**src/rtl/pal_pkg.sv**
```systemverilog
package pal_pkg;

  typedef enum logic [1:0] {
    CODE_ZERO = 2'b00,
    CODE_TRUE = 2'b01,
    CODE_COMP = 2'b10,
    CODE_ANY  = 2'b11
  } pal_code_e;

  // Contribution of one AND-plane signal under its 2-bit code.
  function automatic logic lit_pass(input logic [1:0] code, input logic sig);
    case (pal_code_e'(code))
      CODE_TRUE: lit_pass = sig;
      CODE_COMP: lit_pass = ~sig;
      CODE_ANY:  lit_pass = 1'b1;
      default:   lit_pass = 1'b0;
    endcase
  endfunction

endpackage

```
**src/rtl/pal_term_cell.sv**
```systemverilog
module pal_term_cell #(
  parameter int N_SIG   = 8,
  parameter int OWN_IDX = 4,
  localparam int CODE_W = 2 * N_SIG
) (
  input  logic [N_SIG-1:0]  sig,
  input  logic [CODE_W-1:0] code,
  output logic              hit
);
  import pal_pkg::*;

  always_comb begin
    hit = 1'b1;
    for (int j = 0; j < N_SIG; j++) begin
      // own feedback never enters a section's terms
      if (j != OWN_IDX) hit = hit & lit_pass(code[2*j +: 2], sig[j]);
    end
  end

endmodule

```
**src/rtl/pal_section.sv**
```systemverilog
module pal_section #(
  parameter int N_SIG   = 8,
  parameter int N_SUM   = 4,
  parameter int OWN_IDX = 4,
  parameter int TIDX_W  = 3,
  localparam int CODE_W = 2 * N_SIG,
  localparam int N_TERM = N_SUM + 1
) (
  input  logic              clk,
  input  logic              rst,
  input  logic              wr_en,
  input  logic [TIDX_W-1:0] wr_term,
  input  logic [CODE_W-1:0] wr_data,
  input  logic [N_SIG-1:0]  sig,
  output logic              out_q,
  output logic              oe_q
);

  logic [CODE_W-1:0] terms [N_TERM];
  logic [N_TERM-1:0] hits;

  always_ff @(posedge clk) begin
    if (rst) begin
      for (int t = 0; t < N_TERM; t++) terms[t] <= '0;
    end else if (wr_en && (int'(wr_term) < N_TERM)) begin
      terms[wr_term] <= wr_data;
    end
  end

  for (genvar t = 0; t < N_TERM; t++) begin : g_term
    pal_term_cell #(
      .N_SIG  (N_SIG),
      .OWN_IDX(OWN_IDX)
    ) cell_i (
      .sig (sig),
      .code(terms[t]),
      .hit (hits[t])
    );
  end

  always_ff @(posedge clk) begin
    if (rst) begin
      out_q <= 1'b0;
      oe_q  <= 1'b0;
    end else begin
      out_q <= |hits[N_SUM-1:0];
      oe_q  <= hits[N_SUM];
    end
  end

endmodule

```
**src/rtl/pal_macro_array.sv**
```systemverilog
module pal_macro_array #(
  parameter int N_IN  = 4,
  parameter int N_SEC = 4,
  parameter int N_SUM = 4,
  localparam int N_SIG  = N_IN + N_SEC,
  localparam int CODE_W = 2 * N_SIG,
  localparam int SEC_W  = (N_SEC > 1) ? $clog2(N_SEC) : 1,
  localparam int TIDX_W = $clog2(N_SUM + 1)
) (
  input  logic              clk,
  input  logic              rst,
  input  logic              cfg_we,
  input  logic [SEC_W-1:0]  cfg_sec,
  input  logic [TIDX_W-1:0] cfg_term,
  input  logic [CODE_W-1:0] cfg_data,
  input  logic [N_IN-1:0]   ded_in,
  input  logic [N_SEC-1:0]  pin_in,
  output logic [N_SEC-1:0]  pin_out,
  output logic [N_SEC-1:0]  pin_oe
);

  logic [N_SEC-1:0] fb;
  logic [N_SIG-1:0] plane;

  for (genvar s = 0; s < N_SEC; s++) begin : g_fb
    assign fb[s] = pin_oe[s] ? pin_out[s] : pin_in[s];
  end

  assign plane = {fb, ded_in};

  for (genvar s = 0; s < N_SEC; s++) begin : g_sec
    pal_section #(
      .N_SIG  (N_SIG),
      .N_SUM  (N_SUM),
      .OWN_IDX(N_IN + s),
      .TIDX_W (TIDX_W)
    ) sec_i (
      .clk    (clk),
      .rst    (rst),
      .wr_en  (cfg_we && (cfg_sec == SEC_W'(s))),
      .wr_term(cfg_term),
      .wr_data(cfg_data),
      .sig    (plane),
      .out_q  (pin_out[s]),
      .oe_q   (pin_oe[s])
    );
  end

endmodule

```
**config.mk**
```make
export PLATFORM = sky130hd
export DESIGN_NAME = pal_macro_array
export DESIGN_NICKNAME = d
export VERILOG_FILES = /design/src/rtl/pal_pkg.sv /design/src/rtl/pal_term_cell.sv /design/src/rtl/pal_section.sv /design/src/rtl/pal_macro_array.sv
export SDC_FILE = /design/constraint.sdc
export NUM_CORES = 1
export LEC_CHECK = 0
export BUFFER_PORTS_ARGS = -buffer_cell sky130_fd_sc_hd__buf_4
export CAP_MARGIN = 20
export CORE_MARGIN = 4
export CORE_UTILIZATION = 45
export CTS_CLUSTER_SIZE = 28
export DETAILED_ROUTE_END_ITERATION = 16
export PLACE_DENSITY_LB_ADDON = 0.3
export SLEW_MARGIN = 30
export SYNTH_ARGS = -nofsm -noshare
export SYNTH_HDL_FRONTEND = slang
export SYNTH_SLANG_ARGS = --single-unit
```
**constraint.sdc**
```tcl
create_clock -name clk -period 4 [get_ports clk]
set_input_delay 0.8 -clock clk [delete_from_list [all_inputs] [get_ports clk]]
set_output_delay 0.8 -clock clk [all_outputs]
set_load 0.05 [all_outputs]
```
======== Word level (Yosys, flattened, before mapping) ========
Memory sizes are Yosys's and may differ from the RTL's.
Cells that the tools add are included.
W data, S select, Z words.
storage, ports and cells
  register bits after elaboration ......... 8
  memory bits (writable) .................. 320
  output and inout port bits .............. 8
  logic and storage cells ................. 751
  memories kept ........................... 4
cells by class
  $lt $le $gt $ge ......................... 1
  equal/unequal tests ..................... 423
  multiplexer cells ....................... 170
  bitwise logic cells ..................... 128
  reductions and logical operators ........ 17
memory list
  name                  words  bits a word  rd ports  clocked after memory_dff  write ports  RTL line           source
  g_sec[0].sec_i.terms  5      16           5         0                         5            pal_section.sv:19  logic [CODE_W-1:0] terms [N_TERM];
  g_sec[1].sec_i.terms  5      16           5         0                         5            pal_section.sv:19
  g_sec[2].sec_i.terms  5      16           5         0                         5            pal_section.sv:19
  g_sec[3].sec_i.terms  5      16           5         0                         5            pal_section.sv:19
operator list
  kind                  number
  $eq A2 B2 Y1 const B  282
  $pmux W1 S3           140
  $eq A2 B1 Y1 const B  141
  $and A1 B1 Y1         120
  $mux W16              4
  $reduce_or A16 Y1     4
  $mux W1               22
  $reduce_or A4 Y1      4
  $mux W3               4
  $logic_and A1 B1 Y1   8
  $not A1 Y1            8
  $lt A3 B3 Y1 const B  1
  $logic_not A2 Y1      1

======== Longest topological paths before layout ========
Gate-level depths: netlist (run 1).
  word-level depth ........................ 9
  depth in mapped cells ................... 5

======== By module ========
A second synthesis (run 1) with hierarchy kept.
unflattened totals
  cell total of the unflattened synthesis .. 1024
  area, all modules ....................... 14609.0 µm²
by module, submodules not included
  module                             times used  cells an instance  area an instance (µm²)
  pal_section at g_sec[1].sec_i ...  3           209                3168.0
  pal_section at g_sec[0].sec_i      1           209                3211.8
  pal_term_cell                      20          9                  90.1
  pal_macro_array                    1           8                  91.3

======== Least setup slack after synthesis (run 1) ========
Ideal clock, no wire load.
  path kind ............................... input -> register
  start ................................... in ded_in[3]
  end ..................................... reg g_sec[0].sec_i.out_q
  library setup time ...................... 77 ps
  arrival ................................. 2207 ps
  path slack .............................. 1716 ps
  stages on the path ...................... 5
  path buffers ............................ 1
  cell sequence ........................... buf_4 > mux2i_1 > or4_1 > or4_1 > a41oi_2
on the way
  cells in the longest elaborated chain, start to end .. 7
  elaborated cells on any way between the ends .. 22
  those cells by class .................... 4 x mux; 17 x bitwise; 1 x reduce/logical
RTL lines
  item                        RTL line               source
  start: declaration          pal_macro_array.sv:16  input logic [N_IN-1:0] ded_in,
  $not A1 Y1                  pal_pkg.sv:14          CODE_COMP: lit_pass = ~sig;
  $pmux W1 S3                 pal_pkg.sv:12          case (pal_code_e'(code))
  $and A1 B1 Y1 (4 in a row)  pal_term_cell.sv:16    if (j != OWN_IDX) hit = hit & lit_pass(code[2*j +: 2], sig[j]);
  $reduce_or A4 Y1 (*)        pal_section.sv:46      out_q <= |hits[N_SUM-1:0];
  end signal: assignment      pal_section.sv:46
  end: declaration            pal_section.sv:15      output logic out_q,
Every way passes the cells marked *; elsewhere a longest branch is shown, timed or not.
A chain may end at the register's enable or synchronous reset.

==> flow_summary.toml, run 1 <==
[route]
viasPerCell = 5.26
dr.first_iter.drc_count = 560
first_pass_iters = 5
route.detailed.drc = 0
vias = 6838
wl_per_cell_microns = 21.1
final_antenna_net_count = 0
wirelength_mm = 27.5

[logic_synthesis]
avgSynthCellArea_sq_um = 14.6
ys_ff_latch = 288
synth.net_count = 911
synth_area_sq_mm = 0.0128
synth.distinct_cells = 23
ys_seq_area_share_pct = 66.9
synthCells = 879
yosys_warnings = 0

[timing]
rsz0062_at_grt = "false"
setup_viol = 0
fin_tns_setup_ns = 0
fin_crit_ns = 2.56
slew_headroom_pct = 34.9
max_freq_ghz = 0.391
hold_viol_final = 0
layout_setup_ws_ns = 1.44
worst_pin_slew_ns = 0.956
min_period_over_period_pct = 63.9
drv_slew = 0
fin_skew_ns = 0.00571

[global_routing]
grt_max_degree = 33
grt_usage_pct = 17.8
first_global_vias = 6641
antenna_found_initial = 1
grt_pass1_wl_mm = 41.1
overflow = 0

[setup_path]
worstSetupPathType = "primary input to flop"
worstPathBufferInverterCount = 1
critPathTopFamily = "simple AND/OR/NAND/NOR gates"
cp.arrival_ns = 2.77
critical_path_required_ns = 4.21
crit_path_end_kind = "flop"
worst-path-stages = 4
crit_chain = "buf_4, or4b_1, nor2_1, or2_2"
critical-path-max-stage-delay_ns = 0.67
r2r_slack_ns = 1.67
cp-start-kind = "primary input"
rr_worst_depth = 5
path_max_fanout = 32
slowest_stage = "or4b_1"

[placement]
port_buffers = 39
pre_cts_slack_ns = 0.903
gp_congestion = 0.723
dp_hpwl_mm = 15.3

[power_and_ir_drop]
leakage_nw = 5.29
finalPower_mw = 6.39
vdd_ir_drop_max_uv = 386
p_per_area_mw_per_mm2 = 447

[final_layout]
num-nets-final = 932
syn_to_final_growth_pct = 11.6
multi_input_area_sq_mm = 0.00390
fillers = 2358
regArea_sq_mm = 0.00857
diodes = 0
drive_above_1_share_pct = 14.2
final_cell_mix = "280 x and2_1, 280 x edfxtp_1, 137 x mux2i_1"

[die]
core_sq_mm = 0.0279
die_x_microns = 177
initial_core_util_pct = 45.8
die_area_sq_mm = 0.0312
rows = 61
die_height_microns = 177
ios = 40

[clock_tree]
clk_pin_slew_ns = 0.06
cts_tree = "yes"
clock_latency_ns = 0.54
root_buffer = "clkbuf_16"
ctsResizeCount = 0
clock_sinks = 288
ctsHoldBuffers = 0
clk_path_buf_depth = 3
htree_levels = 1
numCtsBuffers = 29
cts_setup_buffers = 0

[job]
drv_cap = 0

[hold_path]
whs_path_depth = 2
hp-class = "flop to flop"

[status]
status = "finished, final reports clean"
## worst register-to-register path: cells and delay by family, from the launching register on
kind / cells / cell delay (ns)
flip-flops: 1 / 0.41
multiplexers: 2 / 0.90
buffers and inverters: 1 / 0.30
AND/OR/NAND/NOR: 1 / 0.41
AO/OA/AOI/OAI: 1 / 0.22
## final timing paths
kind	to	from
worst max-delay path	g_sec[0].sec_i.terms[0][10]$_SDFFCE_PN0P_	rst
worst max register to register	g_sec[0].sec_i.out_q$_SDFF_PP0_	g_sec[1].sec_i.oe_q$_SDFF_PP0_
worst min register to register	g_sec[0].sec_i.oe_q$_SDFF_PP0_	g_sec[0].sec_i.terms[4][10]$_SDFFCE_PN0P_
worst min-delay path	g_sec[0].sec_i.oe_q$_SDFF_PP0_	g_sec[0].sec_i.terms[4][10]$_SDFFCE_PN0P_
## where the power goes
part	leakage (nW)	internal (mW)	switching, mW
Sequential	2.73	3.46	0.0392
Clock	0.444	1.44	1.08
Combinational	2.12	0.125	0.243
Total	5.29	5.03	1.36
## routing by layer
layer / track usage, % / vias to the layer above / part of all wire, %
met2: 27.8 / 213 / 46
met1: 26.6 / 3388 / 46
met3: 2.37 / 46 / 6.1
li1: - / 3191 / -
met4: 4.35 / 0 / 2.1
met5: 0 / - / 0
## stage by stage
step,utilization [%],instance area (sq um),std cells,hold slack (ns)
2_1_floorplan,-,12800,879,0.540
3_3_place_gp,47.8,13300,1244,0.598
3_5_place_dp,48.0,13400,1247,0.607
4_1_cts,51.2,14300,1300,0.613
5_1_grt,51.2,14300,1300,0.641
6_report,51.2,14300,1300,0.611
## area by class of cell
cell class              count  share of cell area, %
flip-flops and latches    288                   60.0
multi-input cells         524                   27.3
clock buffers              38                   5.52
well taps                 378                   3.31
repair buffers             57                   3.24
clock inverters            15                  0.683
## cells in the mapped netlist
library cell,instances,area share [%]
edfxtp_1,280,66
or2_2,20,0.98
or3b_2,1,0.068
and2_1,280,14
nand2_1,6,0.18
nor2_1,23,0.67
nand4b_1,1,0.068
mux2_2,3,0.26
or3_1,1,0.049
or4b_1,1,0.078
or4_1,32,1.9
mux2i_4,4,0.70
buf_2,1,0.039
nor3_1,1,0.039
nor4_1,7,0.34
buf_4,16,0.94
clkbuf_1,47,1.4
buf_6,3,0.26
nand4bb_1,2,0.18
mux2i_1,137,11
nand3b_1,1,0.059
dfxtp_1,8,1.3
a41oi_2,4,0.51
## sequential cells by signal (all words and copies together) (netlist names)
name / count
g_sec.sec_i.out_q: 4
g_sec.sec_i.oe_q: 4
g_sec.sec_i.terms: 280
## logic make-up after synthesis
group	after synthesis	synth area share, %
flops	288	66.9
compound gates	4	0.508
buf+inv	67	2.62
mux	144	11.7
simple gates	376	18.3
Note: power is estimated with default switching activity, not from simulation.
==> run 2, diff against run 1 <==
==> constraint.sdc (replaced) <==
create_clock -name clk -period 2.05 [get_ports clk]
set_input_delay 0.41 -clock clk [delete_from_list [all_inputs] [get_ports clk]]
set_output_delay 0.41 -clock clk [all_outputs]
set_load 0.05 [all_outputs]
==> run 2 against run 1 <==
Net effect:
- non-clock buffer count rose by 39
- global-route usage up 0.25 points
- core utilization increased by 2.1 points
- clock skew is 0.020 ns higher
- via count is 1.3% higher
- final cell count grew 3.3%
- first-iteration DRC count up 9.1%
- total power grew 100%
- critical path depth rose by 1
- largest cell class unchanged
- highest routed layer unchanged
==> flow_summary.toml, run 2 (synthesized netlist as in run 1, its figures left out) <==
[timing]
hold_viol_final = 0
setup_viol = 0
drv_slew = 0
fin_skew_ns = 0.0256
rsz0062_at_grt = "false"
min_period_over_period_pct = 93.9
max_freq_ghz = 0.519
fin_crit_ns = 1.93
fin_tns_setup_ns = 0
worst_pin_slew_ns = 0.474
slew_headroom_pct = 68.4

[power_and_ir_drop]
finalPower_mw = 13.0
vdd_ir_drop_max_uv = 494
p_per_area_mw_per_mm2 = 874
leakage_nw = 5.59

[clock_tree]
numCtsBuffers = 30
clk_path_buf_depth = 3
ctsResizeCount = 0
htree_levels = 1
cts_tree = "yes"
clk_pin_slew_ns = 0.06
clock_latency_ns = 0.56
ctsHoldBuffers = 0
root_buffer = "clkbuf_16"
cts_setup_buffers = 0
clock_sinks = 288

[hold_path]
min_to = "g_sec[0].sec_i.terms[0][15]$_SDFFCE_PN0P_"
hp-class = "primary input to flop"
hold_start = "cfg_data[15]"
whs_path_depth = 2

[die]
ios = 40
core_sq_mm = 0.0279
rows = 61
initial_core_util_pct = 45.8
die_height_microns = 177
die_area_sq_mm = 0.0312
die_x_microns = 177

[final_layout]
syn_to_final_growth_pct = 16.1
num-nets-final = 972
final-instance-count-excl-fill = 1343
final_cell_mix = "280 x and2_1, 280 x edfxtp_1, 137 x mux2i_1"
reg.largest.list = "g_sec.sec_i.terms: 280 flops, g_sec.sec_i.oe_q: 4 flops, g_sec.sec_i.out_q: 4 flops"
fillers = 2330
final_util_pct = 53.2
largest_register_ffs = 280
drive_above_1_share_pct = 17.8
largest-register = "g_sec.sec_i.terms"
multi_input_area_sq_mm = 0.00390
regArea_sq_mm = 0.00857

[setup_path]
worstSetupPathType = "flop to flop"
crit_chain = "mux2i_4, buf_12, mux2i_1, or4_1, a41oi_2"
slowest_stage = "or4_1"
critical_path_required_ns = 2.54
cp-start-kind = "flop"
rr_worst_depth = 5
r2r_slack_ns = 0.12
cp.arrival_ns = 2.42
r2r_start = "g_sec[1].sec_i.oe_q$_SDFF_PP0_"
critical-path-max-stage-delay_ns = 0.60
critPathLaunch = "g_sec[1].sec_i.oe_q$_SDFF_PP0_"
crit_path_end_kind = "flop"
path_max_fanout = 15
reg2reg_to = "g_sec[0].sec_i.out_q$_SDFF_PP0_"

[route]
dr.first_iter.drc_count = 611
wl_per_cell_microns = 20.5
wirelength_mm = 27.6
route.detailed.drc = 0
first_pass_iters = 5
final_antenna_net_count = 0
viasPerCell = 5.16
vias = 6928

[global_routing]
top_usage_layer = "met2"
use_met3_pct = 2.24
first_global_vias = 6955
use_met2_pct = 28.3
antenna_found_initial = 0
overflow = 0
grt_usage_pct = 18.0
met1_usage_pct = 26.5
grt_pass1_wl_mm = 42.0
grt_max_degree = 26

[status]
status = "finished, final reports clean"

[job]
drv_cap = 0

[placement]
gp_congestion = 0.742
dp_hpwl_mm = 16.2
dp_cells = 1286
port_buffers = 39
[run 2: power by group]
part           total [mW]  internal [mW]  switching [mW]
Sequential           6.83           6.75          0.0811
Combinational       0.802          0.320           0.482
Clock                5.35           3.18            2.18
Total                13.0           10.3            2.74
[run 2: how the worst max path moves through the flow]
stage | cells past startpoint | slack, ns | endpoint
6_report | 5 | 0.12 | g_sec[0].sec_i.out_q$_SDFF_PP0_
5_1_grt | 5 | 0.05 | g_sec[0].sec_i.out_q$_SDFF_PP0_
4_1_cts | 5 | 0.14 | g_sec[0].sec_i.out_q$_SDFF_PP0_
3_5_place_dp | 5 | -0.25 | g_sec[1].sec_i.out_q$_SDFF_PP0_
3_3_place_gp | 5 | -0.20 | g_sec[0].sec_i.out_q$_SDFF_PP0_
2_1_floorplan | 5 | 0.16 | g_sec[0].sec_i.out_q$_SDFF_PP0_
[run 2: critical path: cells and delay by family (launching register included)]
family | cells | cell delay [ns]
compound gates | 1 | 0.22
buf+inv | 1 | 0.22
flops | 1 | 0.44
mux | 2 | 0.38
simple gates | 1 | 0.60
[run 2: area by class of cell]
type,count,area share (%)
sequential,288,57.6
multi-input combinational,524,26.2
timing repair buffer,96,6.36
clock buffer,35,5.18
tap,378,3.18
clock inverter,20,1.39
antenna,2,0.0337
[run 2: per-stage QoR]
stage | hold WS (ns) | setup slack [ns] | cell area, sq um
finish | 0.347 | 0.124 | 14900
detailed placement | 0.585 | -0.249 | 13900
global route | 0.357 | 0.0512 | 14900
CTS | 0.341 | 0.138 | 14900
global placement | 0.575 | -0.199 | 13900
floorplan | 0.540 | 0.156 | 12800
[run 2: layer usage]
metal,vias up,wire [microns]
met2,178,12700
met5,-,0
met1,3416,12600
li1,3276,-
met3,58,1470
met4,0,817
==> run 3, diff against run 2 <==
--- a/config.mk
+++ b/config.mk
@@ -11,6 +11,7 @@
 export CORE_UTILIZATION = 45
 export CTS_CLUSTER_SIZE = 28
 export DETAILED_ROUTE_END_ITERATION = 16
+export GPL_TIMING_DRIVEN = 0
 export PLACE_DENSITY_LB_ADDON = 0.3
 export SLEW_MARGIN = 30
 export SYNTH_ARGS = -nofsm -noshare
==> run 3 against run 2 <==
Net effect:
- design area down 2.3%
- clock power down 2%
- worst hold slack worse by 0.12 ns
- core utilization down 1.2 points
- non-clock buffer count up 4
- critical path type unchanged
- largest cell class unchanged
- largest power group unchanged
==> flow_summary.toml, run 3 (synthesized netlist as in run 1, its figures left out) <==
[final_layout]
regArea_sq_mm = 0.00857
final-instance-count-excl-fill = 1345
final_util_pct = 52.0
drive_above_1_share_pct = 13.6
multi_input_area_sq_mm = 0.00390
final_area_sq_mm = 0.0145
reg.largest.list = "g_sec.sec_i.terms: 280 flops, g_sec.sec_i.oe_q: 4 flops, g_sec.sec_i.out_q: 4 flops"
fillers = 2365
largest-register = "g_sec.sec_i.terms"
num-nets-final = 975
final_cell_mix = "280 x and2_1, 280 x edfxtp_1, 137 x mux2i_1"
syn_to_final_growth_pct = 13.4
largest_register_ffs = 280

[timing]
setup_viol = 0
fin_skew_ns = 0.0106
hold_viol_final = 0
slew_headroom_pct = 31.3
rsz0062_at_grt = "false"
drv_slew = 0
max_freq_ghz = 0.508
worst_pin_slew_ns = 1.03
min_period_over_period_pct = 96.0
fin_crit_ns = 1.97

[clock_tree]
clk_pin_slew_ns = 0.07
htree_levels = 1
numCtsBuffers = 29
clock_latency_ns = 0.55
ctsHoldBuffers = 0
cts_tree = "yes"
clk_path_buf_depth = 3
clock_sinks = 288
root_buffer = "clkbuf_16"

[power_and_ir_drop]
p_clk_share_pct = 40.9
finalPower_mw = 12.8
vdd_ir_drop_max_uv = 707
p_int_mw = 10.1
p_sw_share_pct = 21.4
switching_power_mw = 2.75
pwr-share-comb_pct = 5.9
p_per_area_mw_per_mm2 = 884
seqPwrFrac_pct = 53.2
leakage_nw = 5.36

[setup_path]
critical_path_required_ns = 2.51
cp-start-kind = "flop"
worstSetupPathType = "flop to flop"
r2r_slack_ns = 0.08
cp.arrival_ns = 2.43
crit_path_end_kind = "flop"
path_max_fanout = 10

[global_routing]
antenna_found_initial = 3
grt_pass1_wl_mm = 42.8
first_global_vias = 6940
grt_usage_pct = 18.8
overflow = 0
grt_max_degree = 15

[route]
route.detailed.drc = 0
wl_per_cell_microns = 21.8
wirelength_mm = 29.3
final_antenna_net_count = 0
first_pass_iters = 5
viasPerCell = 5.24
vias = 7054
dr.first_iter.drc_count = 542

[die]
ios = 40
die_area_sq_mm = 0.0312
core_sq_mm = 0.0279
rows = 61
initial_core_util_pct = 45.8
die_height_microns = 177
die_x_microns = 177

[job]
drv_cap = 0

[placement]
dp_hpwl_mm = 18.7
dp_cells = 1284
gp_congestion = 0.793
port_buffers = 27
post_dp_cell_area_sq_mm = 0.0135

[hold_path]
hp-class = "primary input to flop"

[status]
status = "finished, final reports clean"
==> run 3: final cells by class <==
cell class / count / share of cell area, %
repair buffers: 33 / 1.87
multi-input cells: 524 / 26.9
clock inverters: 13 / 0.973
diodes: 2 / 0.0345
well taps: 378 / 3.26
clock buffers: 40 / 5.49
flip-flops and latches: 288 / 59.0
plain buffers: 67 / 2.51
==> run 3: final timing paths <==
check             cells after the start                                  endpoint                                 startpoint
hold reg to reg                       2            g_sec[0].sec_i.oe_q$_SDFF_PP0_  g_sec[0].sec_i.terms[4][12]$_SDFFCE_PN0P_
setup reg to reg                      5           g_sec[1].sec_i.out_q$_SDFF_PP0_             g_sec[3].sec_i.oe_q$_SDFF_PP0_
setup / recovery                      5           g_sec[1].sec_i.out_q$_SDFF_PP0_             g_sec[3].sec_i.oe_q$_SDFF_PP0_
hold / removal                        2  g_sec[1].sec_i.terms[0][8]$_SDFFCE_PN0P_                                cfg_data[8]
==> run 3: repair_timing <==
action	4_1_cts	5_1_grt
endpoints found under the setup margin	8	2
buffers inserted	5	1
resized for setup	10	2
==> run 3: power by group through the flow <==
| stage | Sequential [mW] | Clock, mW | Combinational [mW] |
|---|---|---|---|
| global route | 6.86 | 5.53 | 0.811 |
| global placement | 6.94 | 0 | 0.729 |
| CTS | 6.83 | 5.27 | 0.758 |
| detailed placement | 6.96 | 0 | 0.739 |
| finish | 6.83 | 5.26 | 0.754 |
| floorplan | 6.93 | 0 | 0.437 |
==> run 3: critical path, stage by stage (launching register included) <==
cell,delay [ns]
dfxtp_1,0.44
mux2i_4,0.28
buf_6,0.25
mux2i_1,0.12
or4_1,0.58
a41oi_2,0.19
==> run 3: through the flow <==
stage | TNS (ns) | hold WS (ns) | setup WS, ns
5_1_grt | 0 | 0.210 | 0.0268
6_report | 0 | 0.226 | 0.0810
4_1_cts | 0 | 0.210 | 0.0135
3_3_place_gp | -84.21 | 0.597 | -0.670
3_5_place_dp | -70.60 | 0.608 | -0.475
2_1_floorplan | 0 | 0.540 | 0.156
==> run 3: per-layer routing <==
| metal | global-route usage (%) | part of all wire (%) | up-vias |
|---|---|---|---|
| li1 | - | - | 3275 |
| met1 | 27.1 | 45 | 3535 |
| met2 | 30.2 | 47 | 194 |
| met3 | 2.65 | 5.7 | 50 |
| met4 | 4.84 | 2.3 | 0 |
| met5 | 0 | 0 | - |
